`src/rtl/mbox_pkg.sv`:
```
package mbox_pkg;
  localparam int DW       = 16;
  localparam int AW       = 8;
  localparam int NCH      = 3;
  localparam int CHW      = $clog2(NCH + 1);
  localparam int CFG_OFS  = 'h08;
  localparam int STS_OFS  = 'h0C;
  localparam int CMD_BASE = 'h20;
  localparam int REP_OFS  = 'h04;
  localparam int CH_STEP  = 'h08;
  // bit positions decoded by host software
  localparam int IEN_LSB  = 9;
  localparam int REPF_LSB = 10;
  localparam int CMDF_LSB = 13;

  typedef logic [DW-1:0] word_t;
endpackage

```
`src/rtl/mbox_channel.sv`:
```
module mbox_channel
  import mbox_pkg::*;
(
  input  logic  clk_i,
  input  logic  rst_ni,
  input  logic  host_cmd_we_i,
  input  logic  host_rep_re_i,
  input  word_t host_wdata_i,
  input  logic  dsp_cmd_re_i,
  input  logic  dsp_rep_we_i,
  input  word_t dsp_wdata_i,
  output word_t cmd_q_o,
  output word_t rep_q_o,
  output logic  cmd_rd_n_o,
  output logic  rep_new_n_o
);
  word_t cmd_q, rep_q;
  logic  cmd_rd_n, rep_new_n;

  // command side: host write outranks DSP consume
  always_ff @(posedge clk_i or negedge rst_ni) begin
    if (!rst_ni) begin
      cmd_q    <= '0;
      cmd_rd_n <= 1'b1;
    end else if (host_cmd_we_i) begin
      cmd_q    <= host_wdata_i;
      cmd_rd_n <= 1'b1;
    end else if (dsp_cmd_re_i) begin
      cmd_rd_n <= 1'b0;
    end
  end

  // reply side: DSP post outranks host consume
  always_ff @(posedge clk_i or negedge rst_ni) begin
    if (!rst_ni) begin
      rep_q     <= '0;
      rep_new_n <= 1'b1;
    end else if (dsp_rep_we_i) begin
      rep_q     <= dsp_wdata_i;
      rep_new_n <= 1'b0;
    end else if (host_rep_re_i) begin
      rep_new_n <= 1'b1;
    end
  end

  assign cmd_q_o     = cmd_q;
  assign rep_q_o     = rep_q;
  assign cmd_rd_n_o  = cmd_rd_n;
  assign rep_new_n_o = rep_new_n;

  p_cmd_post_r2: assert property (@(posedge clk_i) disable iff (!rst_ni)
    host_cmd_we_i |=> cmd_rd_n_o && (cmd_q_o == $past(host_wdata_i)));
  p_cmd_take_r3: assert property (@(posedge clk_i) disable iff (!rst_ni)
    (dsp_cmd_re_i && !host_cmd_we_i) |=> !cmd_rd_n_o);
  p_cmd_hold_r3: assert property (@(posedge clk_i) disable iff (!rst_ni)
    !host_cmd_we_i |=> $stable(cmd_q_o));
  p_rep_post_r4: assert property (@(posedge clk_i) disable iff (!rst_ni)
    dsp_rep_we_i |=> !rep_new_n_o && (rep_q_o == $past(dsp_wdata_i)));
  p_rep_take_r5: assert property (@(posedge clk_i) disable iff (!rst_ni)
    (host_rep_re_i && !dsp_rep_we_i) |=> rep_new_n_o);
  p_rep_hold_r4: assert property (@(posedge clk_i) disable iff (!rst_ni)
    !dsp_rep_we_i |=> $stable(rep_q_o));
endmodule

```
`src/rtl/mbox_host_regs.sv`:
```
module mbox_host_regs
  import mbox_pkg::*;
(
  input  logic                    clk_i,
  input  logic                    rst_ni,
  input  logic [AW-1:0]           addr_i,
  input  logic                    we_i,
  input  logic                    re_i,
  input  word_t                   wdata_i,
  input  logic [NCH-1:0][DW-1:0]  cmd_q_i,
  input  logic [NCH-1:0][DW-1:0]  rep_q_i,
  input  logic [NCH-1:0]          cmd_rd_n_i,
  input  logic [NCH-1:0]          rep_new_n_i,
  output logic [NCH-1:0]          cmd_we_o,
  output logic [NCH-1:0]          rep_re_o,
  output logic [NCH-1:0]          ien_o,
  output word_t                   rdata_o
);
  logic [NCH-1:0] ien_q;
  logic [NCH-1:0] hit_cmd, hit_rep;
  logic           hit_cfg, hit_sts;
  word_t          sts_w, cfg_w;

  assign hit_cfg = (addr_i == AW'(CFG_OFS));
  assign hit_sts = (addr_i == AW'(STS_OFS));

  for (genvar n = 0; n < NCH; n++) begin : g_dec
    assign hit_cmd[n]  = (addr_i == AW'(CMD_BASE + n * CH_STEP));
    assign hit_rep[n]  = (addr_i == AW'(CMD_BASE + n * CH_STEP + REP_OFS));
    assign cmd_we_o[n] = we_i & hit_cmd[n];
    assign rep_re_o[n] = re_i & hit_rep[n];
  end

  always_ff @(posedge clk_i or negedge rst_ni) begin
    if (!rst_ni)              ien_q <= '0;
    else if (we_i && hit_cfg) ien_q <= wdata_i[IEN_LSB +: NCH];
  end
  assign ien_o = ien_q;

  always_comb begin
    sts_w = '0;
    sts_w[REPF_LSB +: NCH] = rep_new_n_i;
    sts_w[CMDF_LSB +: NCH] = cmd_rd_n_i;
    cfg_w = '0;
    cfg_w[IEN_LSB +: NCH]  = ien_q;
  end

  always_comb begin
    rdata_o = '0;
    if (hit_cfg) rdata_o = cfg_w;
    if (hit_sts) rdata_o = sts_w;
    for (int n = 0; n < NCH; n++) begin
      if (hit_cmd[n]) rdata_o = cmd_q_i[n];
      if (hit_rep[n]) rdata_o = rep_q_i[n];
    end
  end

  p_ien_hold_r8: assert property (@(posedge clk_i) disable iff (!rst_ni)
    !(we_i && hit_cfg) |=> $stable(ien_o));
  p_one_target_r10: assert property (@(posedge clk_i) disable iff (!rst_ni)
    $onehot0({hit_cmd, hit_rep, hit_cfg, hit_sts}));
endmodule

```
`src/rtl/cmd_reply_mailbox.sv`:
```
module cmd_reply_mailbox
  import mbox_pkg::*;
(
  input  logic          clk_i,
  input  logic          rst_ni,
  input  logic [AW-1:0] host_addr_i,
  input  logic          host_we_i,
  input  logic          host_re_i,
  input  logic [DW-1:0] host_wdata_i,
  output logic [DW-1:0] host_rdata_o,
  input  logic [CHW-1:0] dsp_ch_i,
  input  logic          dsp_we_i,
  input  logic          dsp_re_i,
  input  logic [DW-1:0] dsp_wdata_i,
  output logic [DW-1:0] dsp_rdata_o,
  output logic          irq_o
);
  logic [NCH-1:0][DW-1:0] cmd_q, rep_q;
  logic [NCH-1:0]         cmd_rd_n, rep_new_n;
  logic [NCH-1:0]         cmd_we, rep_re, ien, dsp_sel;

  mbox_host_regs u_host (
    .clk_i       (clk_i),
    .rst_ni      (rst_ni),
    .addr_i      (host_addr_i),
    .we_i        (host_we_i),
    .re_i        (host_re_i),
    .wdata_i     (host_wdata_i),
    .cmd_q_i     (cmd_q),
    .rep_q_i     (rep_q),
    .cmd_rd_n_i  (cmd_rd_n),
    .rep_new_n_i (rep_new_n),
    .cmd_we_o    (cmd_we),
    .rep_re_o    (rep_re),
    .ien_o       (ien),
    .rdata_o     (host_rdata_o)
  );

  for (genvar n = 0; n < NCH; n++) begin : g_ch
    assign dsp_sel[n] = (dsp_ch_i == CHW'(n));
    mbox_channel u_ch (
      .clk_i         (clk_i),
      .rst_ni        (rst_ni),
      .host_cmd_we_i (cmd_we[n]),
      .host_rep_re_i (rep_re[n]),
      .host_wdata_i  (host_wdata_i),
      .dsp_cmd_re_i  (dsp_re_i & dsp_sel[n]),
      .dsp_rep_we_i  (dsp_we_i & dsp_sel[n]),
      .dsp_wdata_i   (dsp_wdata_i),
      .cmd_q_o       (cmd_q[n]),
      .rep_q_o       (rep_q[n]),
      .cmd_rd_n_o    (cmd_rd_n[n]),
      .rep_new_n_o   (rep_new_n[n])
    );
  end

  always_comb begin
    dsp_rdata_o = '0;
    for (int n = 0; n < NCH; n++)
      if (dsp_sel[n]) dsp_rdata_o = cmd_q[n];
  end

  assign irq_o = |(ien & ~rep_new_n);

  p_irq_on_reply_r8: assert property (@(posedge clk_i) disable iff (!rst_ni)
    (dsp_we_i && |(dsp_sel & ien) && !host_we_i) |=> irq_o);
  p_bad_ch_quiet_r9: assert property (@(posedge clk_i) disable iff (!rst_ni)
    (dsp_sel == '0) |-> (dsp_rdata_o == '0));
endmodule

```
`config.mk`:
```
export PLATFORM = sky130hd
export DESIGN_NAME = cmd_reply_mailbox
export DESIGN_NICKNAME = d
export VERILOG_FILES = /design/src/rtl/mbox_pkg.sv /design/src/rtl/mbox_channel.sv /design/src/rtl/mbox_host_regs.sv /design/src/rtl/cmd_reply_mailbox.sv
export SDC_FILE = /design/constraint.sdc
export NUM_CORES = 1
export LEC_CHECK = 0
export ABC_AREA = 1
export BUFFER_PORTS_ARGS = -buffer_cell sky130_fd_sc_hd__buf_4
export CAP_MARGIN = 20
export CORE_MARGIN = 2
export CORE_UTILIZATION = 50
export CTS_CLUSTER_SIZE = 12
export DETAILED_ROUTE_END_ITERATION = 6
export HOLD_SLACK_MARGIN = 0.1
export PLACE_DENSITY = 0.72
export SYNTH_ARGS = -nofsm -noshare
export SYNTH_HDL_FRONTEND = slang
export SYNTH_SLANG_ARGS = --single-unit
```
`constraint.sdc`:
```
create_clock -name clk_i -period 1.9 [get_ports clk_i]
set_clock_uncertainty 0.1 [all_clocks]
set_input_delay 0.38 -clock clk_i [delete_from_list [all_inputs] [get_ports clk_i]]
set_output_delay 0.38 -clock clk_i [all_outputs]
set_load 0.05 [all_outputs]
```
**Word level (Yosys, flattened, before mapping)**

Index checks and enable logic that the tools add are counted.

- Register bits: 105
- Output and inout bits: 33
- Word-level logic and storage cells: 69
- Input port bits: 48

- Reductions and logical operators: 9
- Bitwise gates (word level): 14
- Mux-type cells: 23
- Equal/unequal tests: 10

Operators with widths:

| kind | number |
|---|---|
| $mux W16 | 10 |
| $eq A8 B6 Y1 const B | 6 |
| $eq A8 B4 Y1 const B | 2 |
| $and A1 B1 Y1 | 12 |
| $mux W1 | 12 |
| $mux W12 | 1 |
| $reduce_bool A2 Y1 | 6 |
| $and A3 B3 Y3 | 1 |
| $not A3 Y3 | 1 |
| $reduce_or A3 Y1 | 1 |
| $eq A2 B1 Y1 const B | 1 |
| $eq A2 B2 Y1 const B | 1 |
| $logic_not A2 Y1 | 1 |
| $logic_and A1 B1 Y1 | 1 |

**Logic depth before layout (Yosys ltp)**

- Word-level depth: 9
- Mapped depth: 10
- Depth with buffers taken out: 9

**Hierarchy**

Synthesis repeated with hierarchy kept, for this count alone.

- Cell total of the unflattened synthesis: 735
- Area total of the unflattened synthesis: 5605.4 um^2

By module, submodules not included:

| module | seq. area each (um^2) | cells each | instances | area an instance (um^2) |
|---|---|---|---|---|
| mbox_channel | 853.3 | 143 | 3 | 1331.3 |
| mbox_host_regs | 75.1 | 214 | 1 | 1134.8 |
| cmd_reply_mailbox | 0.0 | 92 | 1 | 476.7 |

**Least setup slack after synthesis**

Ideal clock, no wire load.

- Kind: input port to output port
- From: input host_addr_i[6]
- To: output host_rdata_o[3]
- Path slack: -0.233 ns
- Stages on the path: 10
- Data required time: 1.420 ns
- Path buffers: 2
- Data arrival time: 1.653 ns
- Cell sequence: inv_1 nand2_2 nor2_8 and2_4 buf_6 buf_6 nand2_1 nand2_1 a21oi_1 nand4_1

- Cells in the longest elaborated chain, start to end: 8
- Elaborated cells on any way between the ends: 14

Ends and longest elaborated chain:

| element | line | source |
|---|---|---|
| from (decl) | cmd_reply_mailbox.sv:6 | `input logic [AW-1:0] host_addr_i,` |
| $eq A8 B4 Y1 | mbox_host_regs.sv:25 | `assign hit_sts = (addr_i == AW'(STS_OFS));` |
| $mux W16 | mbox_host_regs.sv:51 | `if (hit_sts) rdata_o = sts_w;` |
| $mux W16 | mbox_host_regs.sv:53 | `if (hit_cmd[n]) rdata_o = cmd_q_i[n];` |
| $mux W16 | mbox_host_regs.sv:54 | `if (hit_rep[n]) rdata_o = rep_q_i[n];` |
| $mux W16 | mbox_host_regs.sv:53 |  |
| $mux W16 | mbox_host_regs.sv:54 |  |
| $mux W16 | mbox_host_regs.sv:53 |  |
| $mux W16 * | mbox_host_regs.sv:54 |  |
| to (decl) | cmd_reply_mailbox.sv:10 | `output logic [DW-1:0] host_rdata_o,` |

Mark *: on every way between the ends. The rest lies on a longest branch, timed or not.

**Final worst setup path**

- From: input host_addr_i[0]
- To: output host_rdata_o[11]

- Cells in the longest elaborated chain, start to end: 9
- Elaborated cells on any way between the ends: 16

Ends and longest elaborated chain:

| element | line | source |
|---|---|---|
| $eq A8 B4 Y1 | mbox_host_regs.sv:24 | `assign hit_cfg = (addr_i == AW'(CFG_OFS));` |
| $mux W12 | mbox_host_regs.sv:50 | `if (hit_cfg) rdata_o = cfg_w;` |
| $mux W16 | mbox_host_regs.sv:51 |  |
| $mux W16 | mbox_host_regs.sv:53 |  |
| $mux W16 | mbox_host_regs.sv:54 |  |
| $mux W16 | mbox_host_regs.sv:53 |  |
| $mux W16 | mbox_host_regs.sv:54 |  |
| $mux W16 | mbox_host_regs.sv:53 |  |
| $mux W16 * | mbox_host_regs.sv:54 |  |

Marked as above.

==> results_dict.tcl <==
set metrics [dict create \
    synthTopCellsByCount "nand2_1, dfrtp_1, inv_1" \
    drc 0 \
    drt.antenna.violating_nets 0 \
    status "complete, but fails checks" \
    met2_usage_pct 40.7 \
    grt_pass1_vias 4544 \
    async_flop_share_pct 100 \
    final_hold_viol_count 0 \
    synth_edf_count 0 \
    rsz0062_at_grt "yes" \
    synth_area_sq_um 5170 \
    hpwl_um 10000 \
    maxSlewViolCount 0 \
    wire_per_inst_um 16.2 \
    fp.dieH_um 106 \
    ys_seq_area_share_pct 51.0 \
    grt_pass1_wl_um 23600 \
    drt-initial-drc-count 429 \
    die_w_um 106 \
    cts_root_buffer "clkbuf_8" \
    fin_ws_ns -0.184 \
    core-area_sq_um 10200 \
    ys_types 30 \
    cts_buffers 9 \
    slew_headroom_pct 68.0 \
    clkTransAtPathRegs_ns 0.10 \
    num_vias 4796 \
    overflow 0 \
    critical_path_class "in2out" \
    port_buffers 80 \
    ys.flop_type "dfrtp_1" \
    ir_worst_vdd_v 0.000403 \
    dr.pass1.iters 5 \
    area_growth_pct 31.0 \
    start_util_pct 50.8 \
    use_met3_pct 3.46 \
    antenna_found_initial 0 \
    startpoint_type "input port" \
    hold_slack_ns 0.131 \
    fin_crit_sh_pct 110 \
    end_kind "output pin" \
    gp_congestion 0.954 \
    syn_inst 648 \
    clk_latency_ns 0.37 \
    die_area_sq_um 11200 \
    cts_tree "built" \
    yosysTopAreaCell "dfrtp_1" \
    p_leak_nw 3.35 \
    cp_data_required_time_ns 1.42 \
    yosysMostFrequentCell "nand2_1" \
    synth_area_leaders "dfrtp_1, nand2_1, o21ai_1" \
    hp-class "in2reg" \
    fin_util_pct 66.5 \
    drive_gt1_share_pct 28.4 \
    n_antenna_cell 0 \
    grt_max_degree 41 \
    place_ws_ns -0.217 \
    final.min_clock_period_ns 2.08 \
    max_clock_freq_mhz 480 \
    p_per_area_nw_per_um2 720 \
    num_io_pins 81 \
    cts.path.max_buffers 2 \
    fin_nets 797 \
    synth_nets 696 \
    globalRoute.busiestLayer "met2" \
    cts.sink_count 105 \
    grtUsageMet1_pct 40.0 \
    tightest_slew_ns 0.480 \
    avgSynthCellArea_sq_um 7.98 \
    worstPathArrival_ns 1.60 \
    setup_viol 16 \
    synth_top_area_share_pct 47.9 \
    grt_usage_pct 26.8 \
    drv_cap 0 \
    synth_seq_cells 105 \
    htree_num_levels 3 \
    violations "negative setup slack" \
    crit_fanout 4 \
    yosysWarnings 0 \
    routed_via_density 5.39 \
    wirelength_um 14400 \
    rows 37 \
]
## final cells by class
cell class	instances	area [sq um]
Sequential cell	105	2640
Clock inverter	5	85.1
Inverter	61	284
Multi-Input combinational cell	456	2300
Tap cell	136	170
Fill cell	860	3410
Clock buffer	11	151
Timing Repair Buffer	116	1150
## registers in the layout (all words and copies together) (netlist names)
| name | flops |
|---|---|
| g_ch.u_ch.rep_q_o | 48 |
| u_host.ien_o | 3 |
| g_ch.u_ch.cmd_rd_n_o | 3 |
| g_ch.u_ch.cmd_q_o | 48 |
| g_ch.u_ch.rep_new_n_o | 3 |
## worst max-delay path, cell delays in order
cell and delay [ns]:
buf_6 0.10, inv_4 0.06, nand2_8 0.06, buf_6 0.11
nor2_4 0.19, buf_6 0.14, nand3_2 0.07, nand3_2 0.10
o21bai_4 0.07, nand4_1 0.12, buf_6 0.17
## power by group
part           total (mW)  switching (mW)  internal, mW
sequential           2.61           0.160          2.45
combinational       0.661           0.393         0.268
clock                1.61           0.782         0.824
total                4.88            1.34          3.54
## final timing paths
| path | startpoint | endpoint | slack [ns] | depth (start not counted) |
|---|---|---|---|---|
| setup / recovery | host_addr_i[0] | host_rdata_o[11] | -0.18 | 11 |
| hold / removal | host_re_i | g_ch[0].u_ch.rep_new_n_o | 0.13 | 3 |
| setup reg to reg | g_ch[2].u_ch.rep_new_n_o | g_ch[2].u_ch.rep_new_n_o | 1.00 | 2 |
| hold reg to reg | g_ch[0].u_ch.cmd_rd_n_o | g_ch[0].u_ch.cmd_rd_n_o | 0.39 | 2 |
| max in group asynchronous | rst_ni | g_ch[1].u_ch.rep_q_o[4] | 0.70 | 3 |
| min in group asynchronous | rst_ni | u_host.ien_o[0] | 0.40 | 2 |
## layout by cell type (no fill, tap or decap), drive strengths merged, types with 2 or more instances in the layout
cell and count:
o21bai 2, o211ai 5, bufinv 2, nand4 15, dfrtp 99, buf 114, inv 62, nand3 30
and2 4, o21ai 103, a21oi 11, nand2 260, dfstp 6, nor2 25, clkbuf 12
## stage by stage
step / std cells / TNS (ns) / total power, mW / area (sq um)
after floorplan: 648 / -1.80 / 2.96 / 5260
after global placement: 867 / -2.34 / 3.25 / 6210
after detailed placement: 867 / -2.61 / 3.28 / 6210
after CTS: 888 / -1.43 / 4.89 / 6680
after global routing: 890 / -3.17 / 5.10 / 6770
final: 890 / -2.18 / 4.88 / 6770
## routing by layer
layer	vias to the layer above	wire length (um)
li1	2276	-
met1	2308	6470
met2	192	6710
met3	20	970
met4	0	282
met5	-	0
## logic make-up (layout without fill, tap and decap cells)
| kind of cell | after synthesis | in the layout | share of synthesized area (%) |
|---|---|---|---|
| AOI/OAI and AO/OA | 121 | 121 | 13.2 |
| buffers and inverters | 89 | 193 | 8.23 |
| DFF | 105 | 105 | 51.0 |
| and+or+nand+nor | 333 | 335 | 27.6 |
## repair_timing
item | in CTS | in global routing
endpoints found under the setup margin | 16 | 16
pin swaps | 13 | 11
gates cloned | 1 | 2
buffers inserted | 3 | 0
hold endpoints to repair | 32 | 0
hold buffers | 1 | 0
resized for setup | 48 | 19
No activity file was read; power rests on OpenSTA's default activity.
